<file path="config.mk">
export PLATFORM = sky130hd
export DESIGN_NAME = pio_port
export DESIGN_NICKNAME = d
export VERILOG_FILES = /design/src/rtl/pio_pkg.sv /design/src/rtl/pio_portreg.sv /design/src/rtl/pio_edge_det.sv /design/src/rtl/pio_port.sv
export SDC_FILE = /design/constraint.sdc
export NUM_CORES = 1
export LEC_CHECK = 0
export ABC_AREA = 1
export CORE_UTILIZATION = 46
export DETAILED_ROUTE_END_ITERATION = 6
export GPL_ROUTABILITY_DRIVEN = 0
export GPL_TIMING_DRIVEN = 0
export HOLD_SLACK_MARGIN = 0.15
export PLACE_DENSITY = 0.8
export SLEW_MARGIN = 10
export SYNTH_ARGS = -nofsm -noshare
export SYNTH_HDL_FRONTEND = slang
export SYNTH_SLANG_ARGS = --single-unit
</file>
<file path="constraint.sdc">
create_clock -name clk -period 1.56 [get_ports clk]
set_clock_uncertainty 0.05 [all_clocks]
set_input_delay 0.312 -clock clk [delete_from_list [all_inputs] [get_ports clk]]
set_output_delay 0.312 -clock clk [all_outputs]
set_load 0.02 [all_outputs]
</file>
<file path="src/rtl/pio_pkg.sv">
package pio_pkg;

    localparam int PIO_W     = 8;
    localparam int PIO_AW    = 5;
    localparam int SYNC_LEN  = 2;
    localparam int FLG_TIMER = 7;
    localparam int FLG_EDGE  = 6;

    typedef struct packed {
        logic [PIO_W-1:0] data;
        logic [PIO_W-1:0] dir;
    } port_regs_t;

    typedef enum logic [1:0] {
        SEL_A_DATA = 2'd0,
        SEL_A_DIR  = 2'd1,
        SEL_B_DATA = 2'd2,
        SEL_B_DIR  = 2'd3
    } port_sel_e;

    typedef enum logic {
        EDGE_FALL = 1'b0,
        EDGE_RISE = 1'b1
    } edge_pol_e;

    function automatic logic [PIO_W-1:0] drive_level(port_regs_t r);
        return r.data | ~r.dir;
    endfunction

    function automatic logic [PIO_W-1:0] merge_a(port_regs_t r, logic [PIO_W-1:0] pins);
        return drive_level(r) & pins;
    endfunction

    function automatic logic [PIO_W-1:0] merge_b(port_regs_t r, logic [PIO_W-1:0] pins);
        return drive_level(r) & (pins | r.dir);
    endfunction

endpackage

</file>
<file path="src/rtl/pio_portreg.sv">
module pio_portreg
    import pio_pkg::*;
(
    input  logic             clk,
    input  logic             rst,
    input  logic             wr_data,
    input  logic             wr_dir,
    input  logic [PIO_W-1:0] wdata,
    output port_regs_t       regs
);
    always_ff @(posedge clk) begin
        if (rst) begin
            regs <= '0;
        end else begin
            if (wr_data) regs.data <= wdata;
            if (wr_dir)  regs.dir  <= wdata;
        end
    end
endmodule

</file>
<file path="src/rtl/pio_edge_det.sv">
module pio_edge_det
    import pio_pkg::*;
#(
    parameter int STAGES = SYNC_LEN
)(
    input  logic      clk,
    input  logic      rst,
    input  logic      pin,
    input  logic      pol_wr,
    input  logic      pol_val,
    input  logic      flag_rd,
    output logic      edge_flag,
    output logic      edge_hit,
    output edge_pol_e pol
);
    logic [STAGES-1:0] sync_q;
    logic              prev_q;
    logic              cur;

    generate
        if (STAGES == 1) begin : g_one
            always_ff @(posedge clk) begin
                if (rst) sync_q <= '1;
                else     sync_q <= pin;
            end
        end else begin : g_chain
            always_ff @(posedge clk) begin
                if (rst) sync_q <= '1;
                else     sync_q <= {sync_q[STAGES-2:0], pin};
            end
        end
    endgenerate

    assign cur = sync_q[STAGES-1];

    always_comb begin
        if (pol == EDGE_RISE) edge_hit = ~prev_q & cur;
        else                  edge_hit = prev_q & ~cur;
    end

    always_ff @(posedge clk) begin
        if (rst) begin
            prev_q    <= 1'b1;
            pol       <= EDGE_FALL;
            edge_flag <= 1'b0;
        end else begin
            prev_q <= cur;
            if (pol_wr) pol <= edge_pol_e'(pol_val);
            // a new edge takes priority over the clear
            if (edge_hit)     edge_flag <= 1'b1;
            else if (flag_rd) edge_flag <= 1'b0;
        end
    end
endmodule

</file>
<file path="src/rtl/pio_port.sv">
module pio_port
    import pio_pkg::*;
(
    input  logic              clk,
    input  logic              rst,
    input  logic              sel,
    input  logic              wr,
    input  logic              rd,
    input  logic [PIO_AW-1:0] addr,
    input  logic [PIO_W-1:0]  wdata,
    output logic [PIO_W-1:0]  rdata,
    input  logic [PIO_W-1:0]  pa_in,
    input  logic [PIO_W-1:0]  pb_in,
    input  logic              timer_flag_in,
    output logic [PIO_W-1:0]  pa_out,
    output logic [PIO_W-1:0]  pb_out
);
    port_regs_t regs_a, regs_b;
    port_sel_e  rsel;
    edge_pol_e  pol;
    logic       io_wr, pol_wr, flag_rd;
    logic       edge_flag, edge_hit;

    assign rsel    = port_sel_e'(addr[1:0]);
    assign io_wr   = sel & wr & ~addr[2];
    assign pol_wr  = sel & wr & addr[2] & ~addr[4];
    assign flag_rd = sel & rd & addr[2] & addr[0];

    pio_portreg u_rega (
        .clk     (clk),
        .rst     (rst),
        .wr_data (io_wr && rsel == SEL_A_DATA),
        .wr_dir  (io_wr && rsel == SEL_A_DIR),
        .wdata   (wdata),
        .regs    (regs_a)
    );

    pio_portreg u_regb (
        .clk     (clk),
        .rst     (rst),
        .wr_data (io_wr && rsel == SEL_B_DATA),
        .wr_dir  (io_wr && rsel == SEL_B_DIR),
        .wdata   (wdata),
        .regs    (regs_b)
    );

    pio_edge_det u_edge (
        .clk       (clk),
        .rst       (rst),
        .pin       (pa_in[PIO_W-1]),
        .pol_wr    (pol_wr),
        .pol_val   (addr[0]),
        .flag_rd   (flag_rd),
        .edge_flag (edge_flag),
        .edge_hit  (edge_hit),
        .pol       (pol)
    );

    assign pa_out = drive_level(regs_a);
    assign pb_out = drive_level(regs_b);

    always_comb begin
        rdata = '0;
        if (sel && rd) begin
            if (!addr[2]) begin
                unique case (rsel)
                    SEL_A_DATA: rdata = merge_a(regs_a, pa_in);
                    SEL_A_DIR:  rdata = regs_a.dir;
                    SEL_B_DATA: rdata = merge_b(regs_b, pb_in);
                    SEL_B_DIR:  rdata = regs_b.dir;
                    default:    rdata = '0;
                endcase
            end else if (addr[0]) begin
                rdata[FLG_TIMER] = timer_flag_in;
                rdata[FLG_EDGE]  = edge_flag;
            end
        end
    end
endmodule

</file>
==> run_results.csv <==
group,metric,value,unit
cells_and_area,finalCoreUtilization,0.7170,
grt,overflow,0,
outcome,status,"complete, but fails checks",
cts,cts_buffer_depth,2,
worst_setup_path,endpoint_kind,"output pin",
pwr,leakagePower,1.105,nW
timing,worstMarginPinSlew,0.3241,ns
die,num_rows,22,
grt,track_usage,0.2844,
timing,slew_headroom,0.7834,
route,wl_per_cell,14.59,um
route,ant_nets,0,
yosys,synth_async_sr_flop_share,0,
route,drt_pass1_iterations,4,
yosys,ys_top_cells_by_count,"45 x o21ai_0, 37 x dfxtp_1, 36 x nand2_1",
hold_path,hold_path_depth,1,
yosys,ys_warn_count,0,
worst_setup_path,start_kind,"register",
cells_and_area,final_layout_size_suffix_gt1_frac,0.3678,
cells_and_area,area_delta_synth_final,46.21,%
yosys,synth-seq-area-share,0.4005,
place,placedCellCount,360,
worst_setup_path,critPathKind,"reg2out",
timing,finalHoldViolations,0,
route,via_count,1987,
cts,clk_pin_slew,0.07,ns
die,fp.dieW,65.41,um
cts,htreeDepth,2,
yosys,yosys.area.top_type,"dfxtp_1",
cts,clkLatencyLatePin,0.29,ns
worst_setup_path,r2r-end,"u_edge.edge_flag$_SDFFE_PP0P_",
worst_setup_path,reg2reg_slack,0.69,ns
place,placed_cell_area,2492,sq um
cts,cts_inserted_buffers,5,
timing,fmax,0.6038,GHz
worst_setup_path,cp_data_arrival_time,1.29,ns
place,portBuffers,56,
cts,cts_tree,"done",
yosys,syn_area,1849,sq um
timing,holdWs,0.3714,ns
cells_and_area,final_area,2704,sq um
route,viasPerCell,5.271,
worst_setup_path,worst-path-buf-inv,2,
die,coreArea,3771,sq um
timing,setup_viol,8,
route,drt_iter0_markers,137,
yosys,synth_cells,256,
die,initial_core_util,0.4904,
grt,grt_pass1_vias,1909,
cts,cts_root_buffer,"clkbuf_8",
outcome,violations,"negative setup slack",
grt,grt_pass1_wl,9004,um
cells_and_area,final_cells,377,
worst_setup_path,cp_slowest_cell,"dfxtp_2",
die,die_h,65.41,um
route,drt_wl_total,5502,um
yosys,synth_top_flop_cell,"dfxtp_1",
timing,finalCritPeriodShare,1.062,
die,ios,59,
grt,antenna_found_initial,0,
worst_setup_path,path_max_fanout,3,
yosys,post_synth.cell_area_avg,7.224,sq um
timing,final.setup.tns,-0.4856,ns
timing,layout_setup_ws,-0.09609,ns
cells_and_area,fin_nets,363,
pwr,power_density,735.7,nW/um^2
place,dpl_worst_slack,-1.230,ns
timing,rsz0062_at_grt,"true",
timing,fin_crit,1.656,ns
worst_setup_path,crit_chain,"inv_2 > or2_4 > o211ai_1 > a21oi_2 > buf_4",
yosys,synth_edf_count,0,
worst_setup_path,r2r-start,"u_edge.sync_q[1]$_SDFF_PP1_",
worst_setup_path,critPathMaxStageDelay,0.35,ns
hold_path,min-delay-start,"u_edge.sync_q[0]$_SDFF_PP1_",
grt,grt_max_degree,11,
worst_setup_path,crit_family,"flip-flops",
cells_and_area,fillers,326,
cells_and_area,antenna_cells,0,
hold_path,min_to,"u_edge.sync_q[1]$_SDFF_PP1_",
pwr,peakVddDrop,0.5212,mV
timing,drv_slew,0,
route,route.detailed.drc,0,
yosys,yosys.area.top_type_share,0.4005,
yosys,ys_top_cells_by_area,"dfxtp_1 40%, o21ai_0 12%, nand2_1 7.3%, a21oi_1 7.0%, nor2_1 6.5%",
yosys,yosys_register_bits,37,
yosys,synth.most_common_cell,"o21ai_0",
pwr,power,1.989,mW
run,max-cap-violations,0,
worst_setup_path,ff2ff_path_depth,5,
worst_setup_path,critPathRequiredTime,1.20,ns
yosys,syn-num-nets,291,
hold_path,min-delay-path-class,"reg2reg",
cts,numClockSinks,37,
place,place_hpwl,3615,um
yosys,ys_types,28,
die,dieArea,4278,sq um
metal layers:
| metal | global-route usage | vias up | share of wire |
|---|---|---|---|
| met2 | 0.4755 | 80 | 0.50 |
| met3 | 0.05903 | 8 | 0.078 |
| met4 | 0.1223 | 0 | 0.017 |
| met5 | 0 | - | 0 |
| li1 | - | 987 | - |
| met1 | 0.3505 | 912 | 0.41 |
report_power, final:
part	total (mW)	switching (mW)	internal, mW
combinational	0.368	0.194	0.174
sequential	0.983	0.0132	0.969
clock	0.639	0.321	0.317
flip-flops by register name, summed over array words and instances, names as in the netlist:
| register | cells |
|---|---|
| u_edge.prev_q | 1 |
| u_edge.sync_q | 2 |
| u_edge.pol | 1 |
| u_rega.regs | 16 |
| u_regb.regs | 16 |
| u_edge.edge_flag | 1 |
cells by family (layout without fill, tap and decap cells):
kind of cell           count (synthesis)  count (layout)  share of synthesized area
AO/OA/AOI/OAI                         84              84                     0.2443
buffers and inverters                 37             110                    0.08932
flip-flops                            37              37                     0.4005
AND/OR/NAND/NOR                       98              98                     0.2659
timing repair:
action                                  CTS  global route
resized for setup                       127            48
endpoints found under the setup margin   33            48
pin swaps                                28            18
setup buffers                             9             0
hold buffers                              0             0
hold endpoints to repair                  0             0
how the worst max path moves through the flow:
stage | from | end | slack [ns] | cells past startpoint
global placement | addr[2] | rdata[6] | -1.22 | 6
CTS | u_rega.regs[6]$_SDFFE_PP0P_ | rdata[6] | -0.10 | 7
finish | u_regb.regs[4]$_SDFFE_PP0P_ | rdata[4] | -0.1 | 5
global route | u_rega.regs[4]$_SDFFE_PP0P_ | rdata[4] | -0.13 | 7
floorplan | addr[0] | rdata[7] | 0.002 | 6
detailed placement | addr[2] | rdata[6] | -1.23 | 6
layout make-up:
class / count / area (sq um) / area share
Tap cell: 48 / 60.06 / 0.02221
Inverter: 31 / 127.6 / 0.04720
Buffer: 6 / 52.55 / 0.01944
Multi-Input combinational cell: 182 / 1049 / 0.3878
Clock buffer: 8 / 80.08 / 0.02962
Sequential cell: 37 / 758.2 / 0.2804
Timing Repair Buffer: 65 / 576.8 / 0.2133
cell usage in the layout (no fill, tap or decap), types with 3 or more instances in the layout:
master and n:
a21oi_1 19, a21oi_2 7, buf_4 9, buf_6 8, clkbuf_1 3, clkbuf_2 14
clkbuf_8 5, clkdlybuf4s15_1 3, clkdlybuf4s50_1 26, dfxtp_1 23, dfxtp_2 14, dlygate4sd2_1 4
inv_1 15, inv_2 13, nand2_1 23, nand2_2 15, nand3_1 3, nor2_1 31
o211ai_1 7, o21ai_0 39, o21ai_1 7, or2_2 3, or2_4 14
No activity file was read; power rests on OpenSTA's default activity.
